--- config.mk ---
export PLATFORM = sky130hd
export DESIGN_NAME = keymatrix_scanner
export DESIGN_NICKNAME = d
export VERILOG_FILES = /design/src/rtl/kms_pkg.sv /design/src/rtl/kms_row_sync.sv /design/src/rtl/kms_settle_timer.sv /design/src/rtl/kms_key_decode.sv /design/src/rtl/keymatrix_scanner.sv
export SDC_FILE = /design/constraint.sdc
export NUM_CORES = 1
export LEC_CHECK = 0
export ABC_AREA = 1
export ABC_CLOCK_PERIOD_IN_PS = 2450
export CORE_UTILIZATION = 40
export CTS_BUF_LIST = sky130_fd_sc_hd__clkbuf_8
export CTS_CLUSTER_SIZE = 12
export DETAILED_ROUTE_END_ITERATION = 6
export DONT_BUFFER_PORTS = 1
export HOLD_SLACK_MARGIN = 0.1
export PLACE_DENSITY = 0.58
export SYNTH_ARGS = -nofsm -noshare
export SYNTH_HDL_FRONTEND = slang
export SYNTH_HIERARCHICAL = 1
export SYNTH_SLANG_ARGS = --single-unit
export TNS_END_PERCENT = 100
--- constraint.sdc ---
create_clock -name clk -period 2.45 [get_ports clk]
set_clock_uncertainty 0.15 [all_clocks]
set_input_delay 0.49 -clock clk [delete_from_list [all_inputs] [get_ports clk]]
set_output_delay 0.49 -clock clk [all_outputs]
set_load 0.1 [all_outputs]
--- src/rtl/kms_pkg.sv ---
// Shared types and the key map for the keypad matrix scanner.
// Assumes a fixed 5-row by 3-column matrix for the key map function.
package kms_pkg;
    localparam int BTN_W = 12;

    localparam int BIT_LEFT   = 0;
    localparam int BIT_RIGHT  = 1;
    localparam int BIT_UP     = 2;
    localparam int BIT_DOWN   = 3;
    localparam int BIT_SELECT = 4;
    localparam int BIT_BACK   = 5;
    localparam int BIT_MENU   = 6;
    localparam int BIT_VOLUP  = 7;
    localparam int BIT_VOLDN  = 8;
    localparam int BIT_PREV   = 9;
    localparam int BIT_PLAY   = 10;
    localparam int BIT_NEXT   = 11;

    typedef enum logic [1:0] {
        ST_IDLE  = 2'd0,
        ST_PRECH = 2'd1,
        ST_STROBE = 2'd2
    } scan_state_t;

    // Button mask for the key at (row r, column c); zero for empty positions.
    function automatic logic [BTN_W-1:0] key_mask(input int r, input int c);
        int idx;
        idx = -1;
        case (r * 3 + c)
            0:  idx = BIT_LEFT;
            1:  idx = BIT_BACK;
            2:  idx = BIT_VOLUP;
            3:  idx = BIT_UP;
            4:  idx = BIT_MENU;
            5:  idx = BIT_VOLDN;
            6:  idx = BIT_DOWN;
            8:  idx = BIT_PREV;
            9:  idx = BIT_RIGHT;
            11: idx = BIT_PLAY;
            12: idx = BIT_SELECT;
            14: idx = BIT_NEXT;
            default: idx = -1;
        endcase
        if (idx < 0) return '0;
        return BTN_W'(1) << idx;
    endfunction
endpackage

--- src/rtl/kms_row_sync.sv ---
// Multi-flop synchronizer for the asynchronous row lines.
// Assumes rows idle high; resets to all ones (no key seen).
module kms_row_sync #(
    parameter int WIDTH  = 5,
    parameter int STAGES = 2
) (
    input  logic             clk,
    input  logic             rst_n,
    input  logic [WIDTH-1:0] d_i,
    output logic [WIDTH-1:0] q_o
);
    logic [WIDTH-1:0] chain [STAGES];

    generate
        for (genvar s = 0; s < STAGES; s++) begin : g_stage
            // Each stage re-registers the previous one.
            always_ff @(posedge clk) begin
                if (!rst_n) chain[s] <= '1;
                else        chain[s] <= (s == 0) ? d_i : chain[(s == 0) ? 0 : s-1];
            end
        end
    endgenerate

    assign q_o = chain[STAGES-1];
endmodule

--- src/rtl/kms_settle_timer.sv ---
// Down-counter giving a wait of exactly LEN cycles from a start pulse.
// Assumes LEN >= 2; done is high on the last cycle of the window.
module kms_settle_timer #(
    parameter int LEN = 256
) (
    input  logic clk,
    input  logic rst_n,
    input  logic start_i,
    output logic done_o
);
    localparam int CW = $clog2(LEN + 1);
    logic [CW-1:0] cnt;

    // Load on start, then count down to zero and stay there.
    always_ff @(posedge clk) begin
        if (!rst_n)          cnt <= '0;
        else if (start_i)    cnt <= CW'(LEN - 1);
        else if (cnt != '0)  cnt <= cnt - 1'b1;
    end

    assign done_o = (cnt == '0);
endmodule

--- src/rtl/kms_key_decode.sv ---
// Maps the sampled active-low rows of one strobed column to button bits.
// Assumes rows are already synchronized; purely combinational.
module kms_key_decode #(
    parameter int ROWS = 5,
    parameter int COLS = 3,
    localparam int CIW = (COLS > 1) ? $clog2(COLS) : 1
) (
    input  logic [CIW-1:0]             col_sel_i,
    input  logic [ROWS-1:0]            rows_n_i,
    output logic [kms_pkg::BTN_W-1:0]  mask_o
);
    // OR the map entry of every low row on the selected column.
    always_comb begin
        mask_o = '0;
        for (int r = 0; r < ROWS; r++) begin
            for (int c = 0; c < COLS; c++) begin
                if (col_sel_i == CIW'(c) && !rows_n_i[r])
                    mask_o = mask_o | kms_pkg::key_mask(r, c);
            end
        end
    end
endmodule

--- src/rtl/keymatrix_scanner.sv ---
// Event-triggered keypad matrix scanner (5 rows x 3 columns).
// Idles with columns low, scans on an armed press or release event with a
// push-pull precharge and open-drain strobe per column, then latches the
// button word and re-arms one detection mode. Assumes SETTLE covers the
// synchronizer latency.
module keymatrix_scanner #(
    parameter int ROWS        = 5,
    parameter int COLS        = 3,
    parameter int SETTLE      = 256,
    parameter int SYNC_STAGES = 2
) (
    input  logic                       clk,
    input  logic                       rst_n,
    input  logic [ROWS-1:0]            row_n_i,
    input  logic                       hold_i,
    output logic [COLS-1:0]            col_o,
    output logic                       col_pp_o,
    output logic                       arm_press_o,
    output logic                       arm_release_o,
    output logic [kms_pkg::BTN_W-1:0]  btn_o,
    output logic                       btn_valid_o
);
    import kms_pkg::*;

    localparam int CIW   = (COLS > 1) ? $clog2(COLS) : 1;
    localparam int GUARD = SYNC_STAGES + 1;
    localparam int GW    = $clog2(GUARD + 1);

    scan_state_t      state;
    logic [CIW-1:0]   col_idx;
    logic [BTN_W-1:0] acc, word, col_mask, acc_next;
    logic             arm_p, arm_r, valid_q;
    logic [GW-1:0]    guard;
    logic [ROWS-1:0]  rows_s;
    logic             t_done, t_start, fire, last_col;

    kms_row_sync #(.WIDTH(ROWS), .STAGES(SYNC_STAGES)) u_sync (
        .clk(clk), .rst_n(rst_n), .d_i(row_n_i), .q_o(rows_s)
    );

    kms_settle_timer #(.LEN(SETTLE)) u_timer (
        .clk(clk), .rst_n(rst_n), .start_i(t_start), .done_o(t_done)
    );

    kms_key_decode #(.ROWS(ROWS), .COLS(COLS)) u_dec (
        .col_sel_i(col_idx), .rows_n_i(rows_s), .mask_o(col_mask)
    );

    // Event detection and timer start conditions.
    always_comb begin
        fire     = (state == ST_IDLE) && (guard == '0) &&
                   ((arm_p && !(&rows_s)) || (arm_r && (&rows_s)));
        last_col = (col_idx == CIW'(COLS - 1));
        acc_next = acc | col_mask;
        t_start  = fire || (state == ST_PRECH && t_done) ||
                   (state == ST_STROBE && t_done && !last_col);
    end

    // Scan sequencer: idle watch, precharge, strobe/sample, finish.
    always_ff @(posedge clk) begin
        if (!rst_n) begin
            state   <= ST_IDLE;
            col_idx <= '0;
            acc     <= '0;
            word    <= '0;
            arm_p   <= 1'b1;
            arm_r   <= 1'b1;
            valid_q <= 1'b0;
            guard   <= GW'(GUARD);
        end else begin
            valid_q <= 1'b0;
            case (state)
                ST_IDLE: begin
                    if (guard != '0) guard <= guard - 1'b1;
                    else if (fire) begin
                        arm_p   <= 1'b0;
                        arm_r   <= 1'b0;
                        col_idx <= '0;
                        acc     <= '0;
                        state   <= ST_PRECH;
                    end
                end
                ST_PRECH: if (t_done) state <= ST_STROBE;
                ST_STROBE: if (t_done) begin
                    acc <= acc_next;
                    if (last_col) begin
                        word    <= acc_next;
                        arm_r   <= (word != '0);
                        arm_p   <= (word == '0);
                        valid_q <= 1'b1;
                        guard   <= GW'(GUARD);
                        state   <= ST_IDLE;
                    end else begin
                        col_idx <= col_idx + 1'b1;
                        state   <= ST_PRECH;
                    end
                end
                default: state <= ST_IDLE;
            endcase
        end
    end

    // Column drive: all high in precharge, one low in strobe, all low idle.
    always_comb begin
        case (state)
            ST_PRECH:  col_o = '1;
            ST_STROBE: col_o = ~(COLS'(1) << col_idx);
            default:   col_o = '0;
        endcase
        col_pp_o = (state == ST_PRECH);
    end

    assign arm_press_o   = arm_p;
    assign arm_release_o = arm_r;
    assign btn_valid_o   = valid_q;
    assign btn_o         = hold_i ? '0 : word;
endmodule

==> flow_summary.yaml <==
yosys:
  synth_top_area_frac: 0.3932
  synth_ff_type: "dfxtp_1"
  syn-instance-count: 389
  synth.yosys.seq_area_share: 0.3932
  yosysWarnings: 6
  yosys.area.top_type: "dfxtp_1"
  synthArstFlopShare: 0
  synth_area_leaders: "dfxtp_1, nor2_1, nand2_1"
  synthesis.nets: 406
  synthTopCellsByCount: "nor2_1, nand2_1, dfxtp_1"
  synth.most_common_cell: "nor2_1"
  ys_ff_latch: 52
  syn_avg_cell_area_sq_um: 6.806
  synth_edf_count: 0
  ys_types: 30
  synth.cell_area_sq_mm: 0.002648
setup_path:
  crit_path_start_kind: "flip-flop"
  critPathTopFamily: "buffers and inverters"
  crit_fanout: 10
  critPathMaxStageDelay_ns: 0.38
  critPathKind: "reg2out"
  crit_arrival_ns: 1.67
  critPathBufInv: 3
  cp_cell_sequence: "inv_1 > ha_1 > inv_2 > nor2_1 > nor2_2 > nor2_4 > buf_12"
  cp.required_ns: 1.81
  critPathCaptureType: "output port"
  crit_slowest_cell: "dfxtp_1"
placement:
  dp_hpwl_um: 3809
  preCtsSetupSlack_ns: 0.1883
  port-buffer-count: 0
  dp_cells: 477
  routabilityCongestion: 0.8550
finish:
  final_nets: 425
  layout-drive-gt1-share: 0.1883
  n_fill_cell: 651
  syn_to_final_growth_pct: 14.70
  regArea_sq_mm: 0.001041
  fin_util: 0.4755
  final_cells: 486
  multi_input_area_sq_mm: 0.001381
  insertedDiodeCount: 0
sta:
  fin_ws_ns: 0.1409
  setup_violations: 0
  period_share: 0.9425
  slew_viol_final: 0
  fmax_mhz: 433.1
  tightest_slew_ns: 0.4599
  fin_crit_ns: 2.309
  hold_viol_final: 0
  rsz0062_at_grt: "no"
  slew-limit-headroom: 0.6923
power:
  intPower_w: 0.001765
  powerDensity_mw_per_mm2: 1088
  switching_share: 0.4657
  pwr-share-comb: 0.521
  ir_drop_v: 0.0005249
  clkPwrFrac: 0.148
  p_switching_w: 0.001539
  pwr-share-seq: 0.331
  total_power_w: 0.003304
  leakage_nw: 1.433
clock_tree:
  clk_latency_ns: 0.31
  post_cts_buffers: 0
  htreeDepth: 2
  clkTransAtPathRegs_ns: 0.09
  root_buffer: "clkbuf_8"
  cts_buffer_depth: 2
  clock-sinks: 52
  cts_buffers: 5
  cts_tree: "done"
floorplanning:
  die_x_um: 83.36
  pin_count: 27
  rows: 29
  die_h_um: 83.36
  start_util: 0.4146
  coreArea_sq_mm: 0.006386
  dieArea_sq_mm: 0.006948
global_routing:
  grt_max_degree: 29
  grt_pass1_vias: 2026
  grt-ovfl-total: 0
  grt_usage: 0.1638
  grt_first_pass_wirelength_um: 9197
  antenna_found_initial: 0
drt:
  drt-wirelength-per-cell_um: 10.91
  drt_iter0_drc: 96
  dr.pass1.iters: 4
  drc: 0
  vias: 2267
  antenna_left: 0
  drt_wl_total_um: 5301
  via_per_inst: 4.665
worst_hold_path:
  hp-class: "in2reg"
outcome:
  status: "finished, final reports clean"
run:
  max_cap_violations: 0
area by class of cell:
class | count | share of cell area
multi-input cells | 269 | 0.4549
well taps | 77 | 0.03173
inverters | 57 | 0.07128
flip-flops and latches | 52 | 0.3428
repair buffers | 23 | 0.07005
clock buffers | 5 | 0.02266
clock inverters | 3 | 0.006593
metrics by stage:
stage | hold WS, ns | cell area, sq um | setup TNS, ns
after detailed placement | 0.2341 | 2935 | 0
after global placement | 0.2339 | 2935 | 0
final | 0.1103 | 3037 | 0
after floorplan | 0.2295 | 2673 | -1.460
after global routing | 0.1010 | 3037 | 0
after CTS | 0.1042 | 3034 | 0
state kept, by name, summed over array words and instances, names as in the netlist:
name and cells:
col_idx 2, u_timer/cnt 9, btn_valid_o 1, arm_release_o 1, arm_press_o 1, guard 2
u_sync/chain 10, word 12, state 2, acc 12
kinds of logic after synthesis:
| logic type | count (synthesis) | synth area share |
|---|---|---|
| AND/OR/NAND/NOR | 220 | 0.3781 |
| buffers and inverters | 68 | 0.1068 |
| flip-flops | 52 | 0.3932 |
| AO/OA/AOI/OAI | 40 | 0.07939 |
| adder cells (fa/ha/maj) | 9 | 0.04253 |
worst paths after layout:
kind	startpoint	end	slack (ns)	depth (start not counted)
worst max-delay path	state[0]$_SDFFE_PN0P_	col_o[2]	0.14	7
worst min-delay path	row_n_i[4]	u_sync/chain[0][4]$_SDFF_PN1_	0.11	2
worst max register to register	u_timer/cnt[0]$_SDFFE_PN0P_	arm_release_o$_SDFFE_PN1P_	0.30	12
worst min register to register	u_sync/chain[0][4]$_SDFF_PN1_	u_sync/chain[1][4]$_SDFF_PN1_	0.26	2
placed cells by master, fill, tap and decap left out, types with 3 or more instances in the layout:
master    instances
clkinv_1          3
a21oi_1          23
nand2_2           5
inv_1            47
nor2_2           17
ha_1              8
inv_2             7
nand2_1          72
nor2_1           71
dfxtp_1          52
clkbuf_8          5
or2_2             7
buf_4            19
o21ai_0          11
nand3_1          29
nor3_1            5
buf_12            3
nor2_4            5
metal layers:
layer	GRT usage	part of all wire	vias to the layer above
met4	0.04702	0.013	0
met5	0	0	-
met1	0.2168	0.48	976
met3	0.04274	0.054	6
li1	-	-	1236
met2	0.2623	0.46	49
worst reg2reg max path: stages, from the launching register on:
cell and delay (ns):
dfxtp_1 0.36, inv_1 0.09, ha_1 0.22, nand3_4 0.14, nor3_1 0.19, buf_4 0.16
nor2_4 0.05, nor2_8 0.23, nand2_2 0.11, inv_2 0.09, nand2_1 0.08, nand2_1 0.09
nand3_1 0.08
power by group through the flow:
| stage | combinational (W) | sequential [W] | clock (W) |
|---|---|---|---|
| after global routing | 0.00195 | 0.00111 | 0.000537 |
| after floorplan | 0.00138 | 0.00116 | 0 |
| after global placement | 0.00169 | 0.00111 | 0 |
| after detailed placement | 0.00172 | 0.00111 | 0 |
| final | 0.00172 | 0.00109 | 0.000489 |
| after CTS | 0.00173 | 0.00109 | 0.000508 |
timing repair:
item | in CTS | in global routing
gates resized for setup | 0 | 2
endpoints found under the setup margin | 0 | 5
hold endpoints to repair | 10 | 0
hold buffers | 1 | 0
Power figures use the tool's default switching activity.
